## config.mk

```make
export PLATFORM = sky130hd
export DESIGN_NAME = shiftring_ctr
export DESIGN_NICKNAME = d
export VERILOG_FILES = /design/src/rtl/shiftring_pkg.sv /design/src/rtl/shiftring_step.sv /design/src/rtl/shiftring_legal.sv /design/src/rtl/shiftring_ctr.sv
export SDC_FILE = /design/constraint.sdc
export NUM_CORES = 1
export LEC_CHECK = 0
export ABC_AREA = 1
export BUFFER_PORTS_ARGS = -buffer_cell sky130_fd_sc_hd__buf_2
export CAP_MARGIN = 10
export CORE_AREA = 3 3 40 42
export DETAILED_ROUTE_END_ITERATION = 10
export DIE_AREA = 0 0 43 45
export GPL_TIMING_DRIVEN = 0
export HOLD_SLACK_MARGIN = 0.08
export PLACE_DENSITY = 0.42
export SYNTH_ARGS = -nofsm -noshare
export SYNTH_HDL_FRONTEND = slang
export SYNTH_SLANG_ARGS = --single-unit
```

## constraint.sdc

```tcl
create_clock -name clk -period 1.08 [get_ports clk]
set_input_delay 0.054 -clock clk [delete_from_list [all_inputs] [get_ports clk]]
set_output_delay 0.054 -clock clk [all_outputs]
set_load 0.02 [all_outputs]
```

## src/rtl/shiftring_pkg.sv

```systemverilog
package shiftring_pkg;

    localparam int unsigned STAGES = 4;
    localparam int unsigned EDGES  = STAGES - 1;

    typedef logic [STAGES-1:0] stage_vec_t;

    typedef enum logic {
        MODE_RING  = 1'b0,
        MODE_TWIST = 1'b1
    } fb_mode_e;

    typedef struct packed {
        stage_vec_t stages;
    } ctr_regs_t;

endpackage

```

## src/rtl/shiftring_step.sv

```systemverilog
module shiftring_step
    import shiftring_pkg::*;
#(
    parameter fb_mode_e MODE = MODE_RING
) (
    input  stage_vec_t cur,
    output stage_vec_t nxt
);

    generate
        if (MODE == MODE_RING) begin : g_ring
            // A 1 enters only when the stages that will follow stage 0 are empty,
            // so extra ones drain out and an all-zero register gets a token.
            always_comb begin
                nxt    = {cur[STAGES-2:0], 1'b0};
                nxt[0] = ~|cur[STAGES-2:0];
            end
        end else begin : g_twist
            // Stage 2 only takes a 1 if stage 1 is backed by a neighbour,
            // which breaks the isolated-one patterns of the illegal loop.
            always_comb begin
                nxt    = {cur[STAGES-2:0], ~cur[STAGES-1]};
                nxt[2] = cur[1] & (cur[0] | cur[2]);
            end
        end
    endgenerate

endmodule

```

## src/rtl/shiftring_legal.sv

```systemverilog
module shiftring_legal
    import shiftring_pkg::*;
#(
    parameter fb_mode_e MODE = MODE_RING
) (
    input  stage_vec_t cur,
    output logic       legal
);

    generate
        if (MODE == MODE_RING) begin : g_ring
            always_comb begin
                legal = (cur != '0) && ((cur & (cur - stage_vec_t'(1))) == '0);
            end
        end else begin : g_twist
            logic [EDGES-1:0] flips;
            for (genvar i = 0; i < EDGES; i++) begin : g_flip
                assign flips[i] = cur[i] ^ cur[i+1];
            end
            // Legal twisted states hold one run of ones and one run of zeros.
            always_comb begin
                legal = (flips & (flips - (EDGES)'(1))) == '0;
            end
        end
    endgenerate

endmodule

```

## src/rtl/shiftring_ctr.sv

```systemverilog
module shiftring_ctr
    import shiftring_pkg::*;
#(
    parameter fb_mode_e MODE = MODE_RING
) (
    input  logic              clk,
    input  logic              rst_n,
    input  logic              shift_en,
    input  logic              load_en,
    input  logic [STAGES-1:0] load_val,
    output logic [STAGES-1:0] state,
    output logic              valid
);

    localparam stage_vec_t INIT_PAT = (MODE == MODE_RING) ? stage_vec_t'(1) : '0;

    ctr_regs_t  regs_d;
    ctr_regs_t  regs_q;
    stage_vec_t stepped;

    shiftring_step #(.MODE(MODE)) u_step (
        .cur (regs_q.stages),
        .nxt (stepped)
    );

    shiftring_legal #(.MODE(MODE)) u_legal (
        .cur   (regs_q.stages),
        .legal (valid)
    );

    always_comb begin
        regs_d = regs_q;
        if (load_en) begin
            regs_d.stages = load_val;
        end else if (shift_en) begin
            regs_d.stages = stepped;
        end
    end

    always_ff @(posedge clk or negedge rst_n) begin
        if (!rst_n) begin
            regs_q <= '{stages: INIT_PAT};
        end else begin
            regs_q <= regs_d;
        end
    end

    assign state = regs_q.stages;

endmodule

```

==> results.cfg, run 1 <==
[cells_and_area]
syn_to_final_growth_pct = 93.4
nets = 65
stdcell_area_um2 = 438
layout-drive-gt1-share_pct = 50.0
largest_reg_flops = 4
num_antenna_cells = 0

[timing]
tightest_slew_ns = 0.178
drv_slew = 0
post-route-min-period_ns = 1.27
finalHoldViolations = 0
slew_headroom_pct = 88.1
rsz0062_at_grt = yes
worst_slack_ns = -0.190
finalCritPeriodShare_pct = 118
setup_viol = 1
final.setup_skew_ns = 0.00288
max_freq_mhz = 787
hold_slack_ns = 0.0913

[drt]
post_drt_via_cell_ratio = 3.96
vias = 281
ant_nets = 0
drt_wl_total_um = 622
drtIter0Drc = 3
first_pass_iters = 4
drc_errors = 0
wl_per_cell_um = 8.76

[die]
initial_core_util_pct = 17.6
die_w_um = 43
die_y_um = 45
num_rows = 13
die_area_um2 = 1940
io_pins = 13
core_um2 = 1280

[synth]
yosysTopAreaCellShare_pct = 33.1
yosysSeqAreaShare_pct = 44.8
synth_warnings = 0
yosysMostFrequentCell = nand2_1
synth_ff_type = dfrtp_1
avgSynthCellArea_um2 = 7.08
synth.area.top_cells = dfrtp_1 33%, nand2_1 22%, dfstp_2 12%, nand3_1 6.6%, inv_1 5.0%
syn_area_um2 = 226
synth_async_sr_flop_share_pct = 100
synth_fp_nets = 40
synthTopCellsByCount = 13 x nand2_1, 3 x dfrtp_1, 3 x inv_1, 3 x nand3_1
ys_types = 14
yosys.area.top_type = dfrtp_1
synth_edf_count = 0
ys_ff_latch = 4
syn_inst = 32

[critical_path]
critPathCaptureType = output port
crit_path_start_kind = flip-flop
cp.required_ns = 1.03
cp_max_fo = 4
crit_type = reg2out
rrSetupSlack_ns = 0.11
worstPathArrival_ns = 1.22

[place]
post-dp-hpwl_um = 463
place_congestion = 0.612
port_buffers = 12
place_area_um2 = 317

[global_route]
antenna_found_initial = 0
grt-ovfl-total = 0
grt_pass1_vias = 272
grt_pass1_wl_um = 1020
grt_usage_pct = 7.71
grt_max_degree = 7

[pwr]
clockPowerShare_pct = 34.9
p_comb_share_pct = 33.1
ir_worst_vdd_v = 0.000921
switchingPower_uw = 180
total_power_uw = 583
internal-power_uw = 403
p_leak_nw = 0.223
powerDensity_nw_per_um2 = 1330
sw_frac_of_total_pct = 30.8
p_seq_share_pct = 32.0

[cts]
htreeDepth = 1
clkTransAtPathRegs_ns = 0.04
clockBufferDepth = 2
cts_tree = built
cts-root-buf = clkbuf_4
cts-buffers-inserted = 3
clock_sinks = 4
clock_latency_ns = 0.24

[run_status]
failed_checks = negative setup slack
outcome = finished, violations left

[flow_run]
max_cap_violations = 0

[hold_path]
hp-class = in2reg
==> final timing paths <==
kind | startpoint | to | cells after the start
setup / recovery | state[0] | valid | 5
hold / removal | shift_en | state[0] | 3
setup reg to reg | state[1] | state[0] | 4
hold reg to reg | state[2] | state[2] | 2
max in group asynchronous | rst_n | state[0] | 2
min in group asynchronous | rst_n | state[1] | 2
==> cells in the final DEF (no fill, tap or decap), types with 2 or more instances in the layout <==
cell | Yosys | final
nand2_1 | 13 | 11
buf_2 | 0 | 10
dlygate4sd3_1 | 0 | 4
buf_4 | 0 | 4
inv_1 | 3 | 3
nand2_2 | 1 | 3
clkbuf_4 | 0 | 3
dfrtp_1 | 3 | 3
nor2_2 | 1 | 2
nand3_1 | 3 | 2
buf_6 | 0 | 2
==> per-layer routing <==
| layer | track usage [%] | part of all wire, % | up-vias |
|---|---|---|---|
| li1 | - | - | 152 |
| met1 | 8.09 | 48 | 122 |
| met2 | 11.4 | 46 | 7 |
| met3 | 7.17 | 6.8 | 0 |
| met4 | 1.81 | 0 | 0 |
| met5 | 0 | 0 | - |
==> critical path, stage by stage, from the launching register on <==
cell and delay, ns:
dfstp_2 0.55, nor2_2 0.06, nand2_2 0.08, nand2_2 0.06
a21oi_4 0.11, buf_6 0.12
==> area by class of cell <==
cell class	instances	area, um2
fillers	141	847
inverters	4	15.0
clock buffers	4	26.3
flip-flops and latches	4	101
multi-input cells	24	134
repair buffers	20	143
well taps	15	18.8
==> through the flow <==
stage               setup WS [ns]  setup TNS (ns)  instances  util [%]
finish                     -0.190          -0.190         71      34.1
global route               -0.269          -0.296         71      34.1
detailed placement        -0.0503         -0.0503         59      24.6
floorplan                  0.0120               0         32         -
global placement          -0.0394         -0.0394         59      24.6
CTS                        -0.220          -0.220         71      33.3
==> cell families after synthesis <==
family / after synthesis / share of synthesized area, %
AND/OR/NAND/NOR: 19 / 35.4
AO/OA/AOI/OAI: 5 / 13.3
flip-flops: 4 / 44.8
buffers and inverters: 4 / 6.63
==> power by group through the flow <==
stage	logic [mW]	registers (mW)	clock network (mW)
6_report	0.193	0.187	0.203
5_1_grt	0.214	0.189	0.232
4_1_cts	0.191	0.184	0.215
2_1_floorplan	0.0666	0.206	0
3_3_place_gp	0.134	0.192	0
3_5_place_dp	0.134	0.191	0
==> repair_timing <==
item / in CTS / in global routing
setup buffers: 4 / 0
hold buffers: 4 / 0
resized for setup: 5 / 3
endpoints found under the setup margin: 1 / 3
pin swaps: 1 / 1
hold endpoints to repair: 7 / 0
No activity file was read; power rests on OpenSTA's default activity.
==> inputs of run 2 (changes only) <==
CORE_AREA = 10 10 47 49   (was 3 3 40 42)
DIE_AREA = 0 0 57 59   (was 0 0 43 45)
TNS_END_PERCENT = 5   (was not set)
==> results.cfg, run 2 (same netlist as run 1, synthesis figures left out) <==
[cells_and_area]
final_common_cell = nand2_1
stdcell_area_um2 = 448
final_cell_mix = 11 x nand2_1, 10 x buf_2, 5 x buf_4
num_antenna_cells = 0
largest_reg_flops = 4
nets = 66
layout-drive-gt1-share_pct = 50.9
final_util_pct = 32.0
seqCellArea_um2 = 103
fillers = 157
multi_input_area_um2 = 134
syn_to_final_growth_pct = 97.8

[pwr]
internal-power_uw = 411
clockPowerShare_pct = 34.5
p_seq_share_pct = 31.3
powerDensity_nw_per_um2 = 1350
switchingPower_uw = 193
sw_frac_of_total_pct = 32.0
ir_worst_vdd_v = 0.000858
p_leak_nw = 0.227
p_comb_share_pct = 34.2

[die]
core_um2 = 1400
initial_core_util_pct = 16.2
num_rows = 14
die_y_um = 59
die_w_um = 57
io_pins = 13
die_area_um2 = 3360

[cts]
clockBufferDepth = 2
cts-root-buf = clkbuf_4
cts-buffers-inserted = 3
htreeDepth = 1
clkTransAtPathRegs_ns = 0.04
clock_latency_ns = 0.24
cts_tree = built
clock_sinks = 4

[global_route]
antenna_found_initial = 0
grt_pass1_wl_um = 1240
grt_pass1_vias = 304
grt_usage_pct = 4.67
grt_max_degree = 7
grt-ovfl-total = 0

[critical_path]
cp.required_ns = 1.03
crit_path_start_kind = flip-flop
path_cells = buf_4 -> o21ai_1 -> nand2_1 -> a21oi_4 -> buf_6
cpMaxStageDelayCell = dfstp_2
cp_num_buf_inv = 2
critPathCaptureType = output port
crit_type = reg2out
reg2regPathDepth = 5
cp_max_fo = 3
worstPathArrival_ns = 1.23
cpPeakStageDelay_ns = 0.55
crit_family = flip-flops
cp_num_cells = 5

[timing]
drv_slew = 0
worst_slack_ns = -0.208
post-route-min-period_ns = 1.29
final.setup_skew_ns = 0.000769
hold_slack_ns = 0.0974
setup_viol = 3
finalHoldViolations = 0
max_freq_mhz = 776
tightest_slew_ns = 0.175
rsz0062_at_grt = yes
finalCritPeriodShare_pct = 119
slew_headroom_pct = 88.3

[flow_run]
max_cap_violations = 0

[drt]
drt_wl_total_um = 818
first_pass_iters = 4
drtIter0Drc = 5
wl_per_cell_um = 11.2
post_drt_via_cell_ratio = 4.05
drc_errors = 0
ant_nets = 0
vias = 296

[run_status]
outcome = finished, violations left
failed_checks = negative setup slack

[hold_path]
hold-path-cell-count = 3
hp-class = in2reg

[place]
place_congestion = 0.678
place_area_um2 = 318
port_buffers = 12
post-dp-hpwl_um = 549
run 2: cell types whose count changed in the layout (fill, tap and decap cells not counted):
cell / previous run / this run
nand3_1: 2 / 3
nand3_2: 1 / 0
buf_4: 4 / 5
nor2_4: 0 / 1
nor2_2: 2 / 1
dfrtp_1: 3 / 2
o21ai_0: 1 / 0
dfrtp_2: 0 / 1
o21ai_1: 1 / 2
run 2: area by class of cell:
| class | count | area share (%) |
|---|---|---|
| clock buffers | 4 | 5.87 |
| well taps | 16 | 4.47 |
| repair buffers | 21 | 33.5 |
| multi-input cells | 24 | 29.9 |
| flip-flops and latches | 4 | 22.9 |
| inverters | 4 | 3.35 |
run 2: routing by layer:
layer / share of wire (%) / GRT usage (%) / up-vias
met2: 48 / 6.82 / 16
met4: 0 / 2.01 / 0
li1: - / - / 151
met5: 0 / 0 / -
met3: 14 / 4.51 / 0
met1: 38 / 4.40 / 129
run 2: worst min-delay path: stages:
cell and delay, ns:
buf_2 0.11, nand2_2 0.09, o21ai_1 0.07
run 2: worst paths after layout:
path | start | endpoint | slack, ns
worst max-delay path | state[0] | valid | -0.21
worst min-delay path | shift_en | state[0] | 0.1
worst max register to register | state[0] | state[0] | -0.02
worst min register to register | state[2] | state[2] | 0.56
max in group asynchronous | rst_n | state[0] | 0.73
min in group asynchronous | rst_n | state[2] | 0.15
run 2: repair_timing:
item / CTS / global route
buffers inserted: 2 / 3
hold buffers: 4 / 0
resized for setup: 5 / 5
endpoints found under the setup margin: 1 / 2
pin swaps: 0 / 3
endpoints found under the hold margin: 7 / 0
run 2: stage by stage:
step           worst slack, ns  power (mW)  setup TNS (ns)  cells
2_1_floorplan           0.0120       0.273               0     32
3_3_place_gp           -0.0560       0.329         -0.0560     60
3_5_place_dp           -0.0480       0.328         -0.0480     60
4_1_cts                 -0.229       0.586          -0.235     70
5_1_grt                 -0.267       0.653          -0.580     73
6_report                -0.208       0.605          -0.429     73
run 2: power by group through the flow:
stage / combinational (mW) / clock [mW] / sequential (mW)
2_1_floorplan: 0.0666 / 0 / 0.206
5_1_grt: 0.226 / 0.236 / 0.191
4_1_cts: 0.182 / 0.219 / 0.185
6_report: 0.207 / 0.209 / 0.189
3_3_place_gp: 0.137 / 0 / 0.192
3_5_place_dp: 0.137 / 0 / 0.191
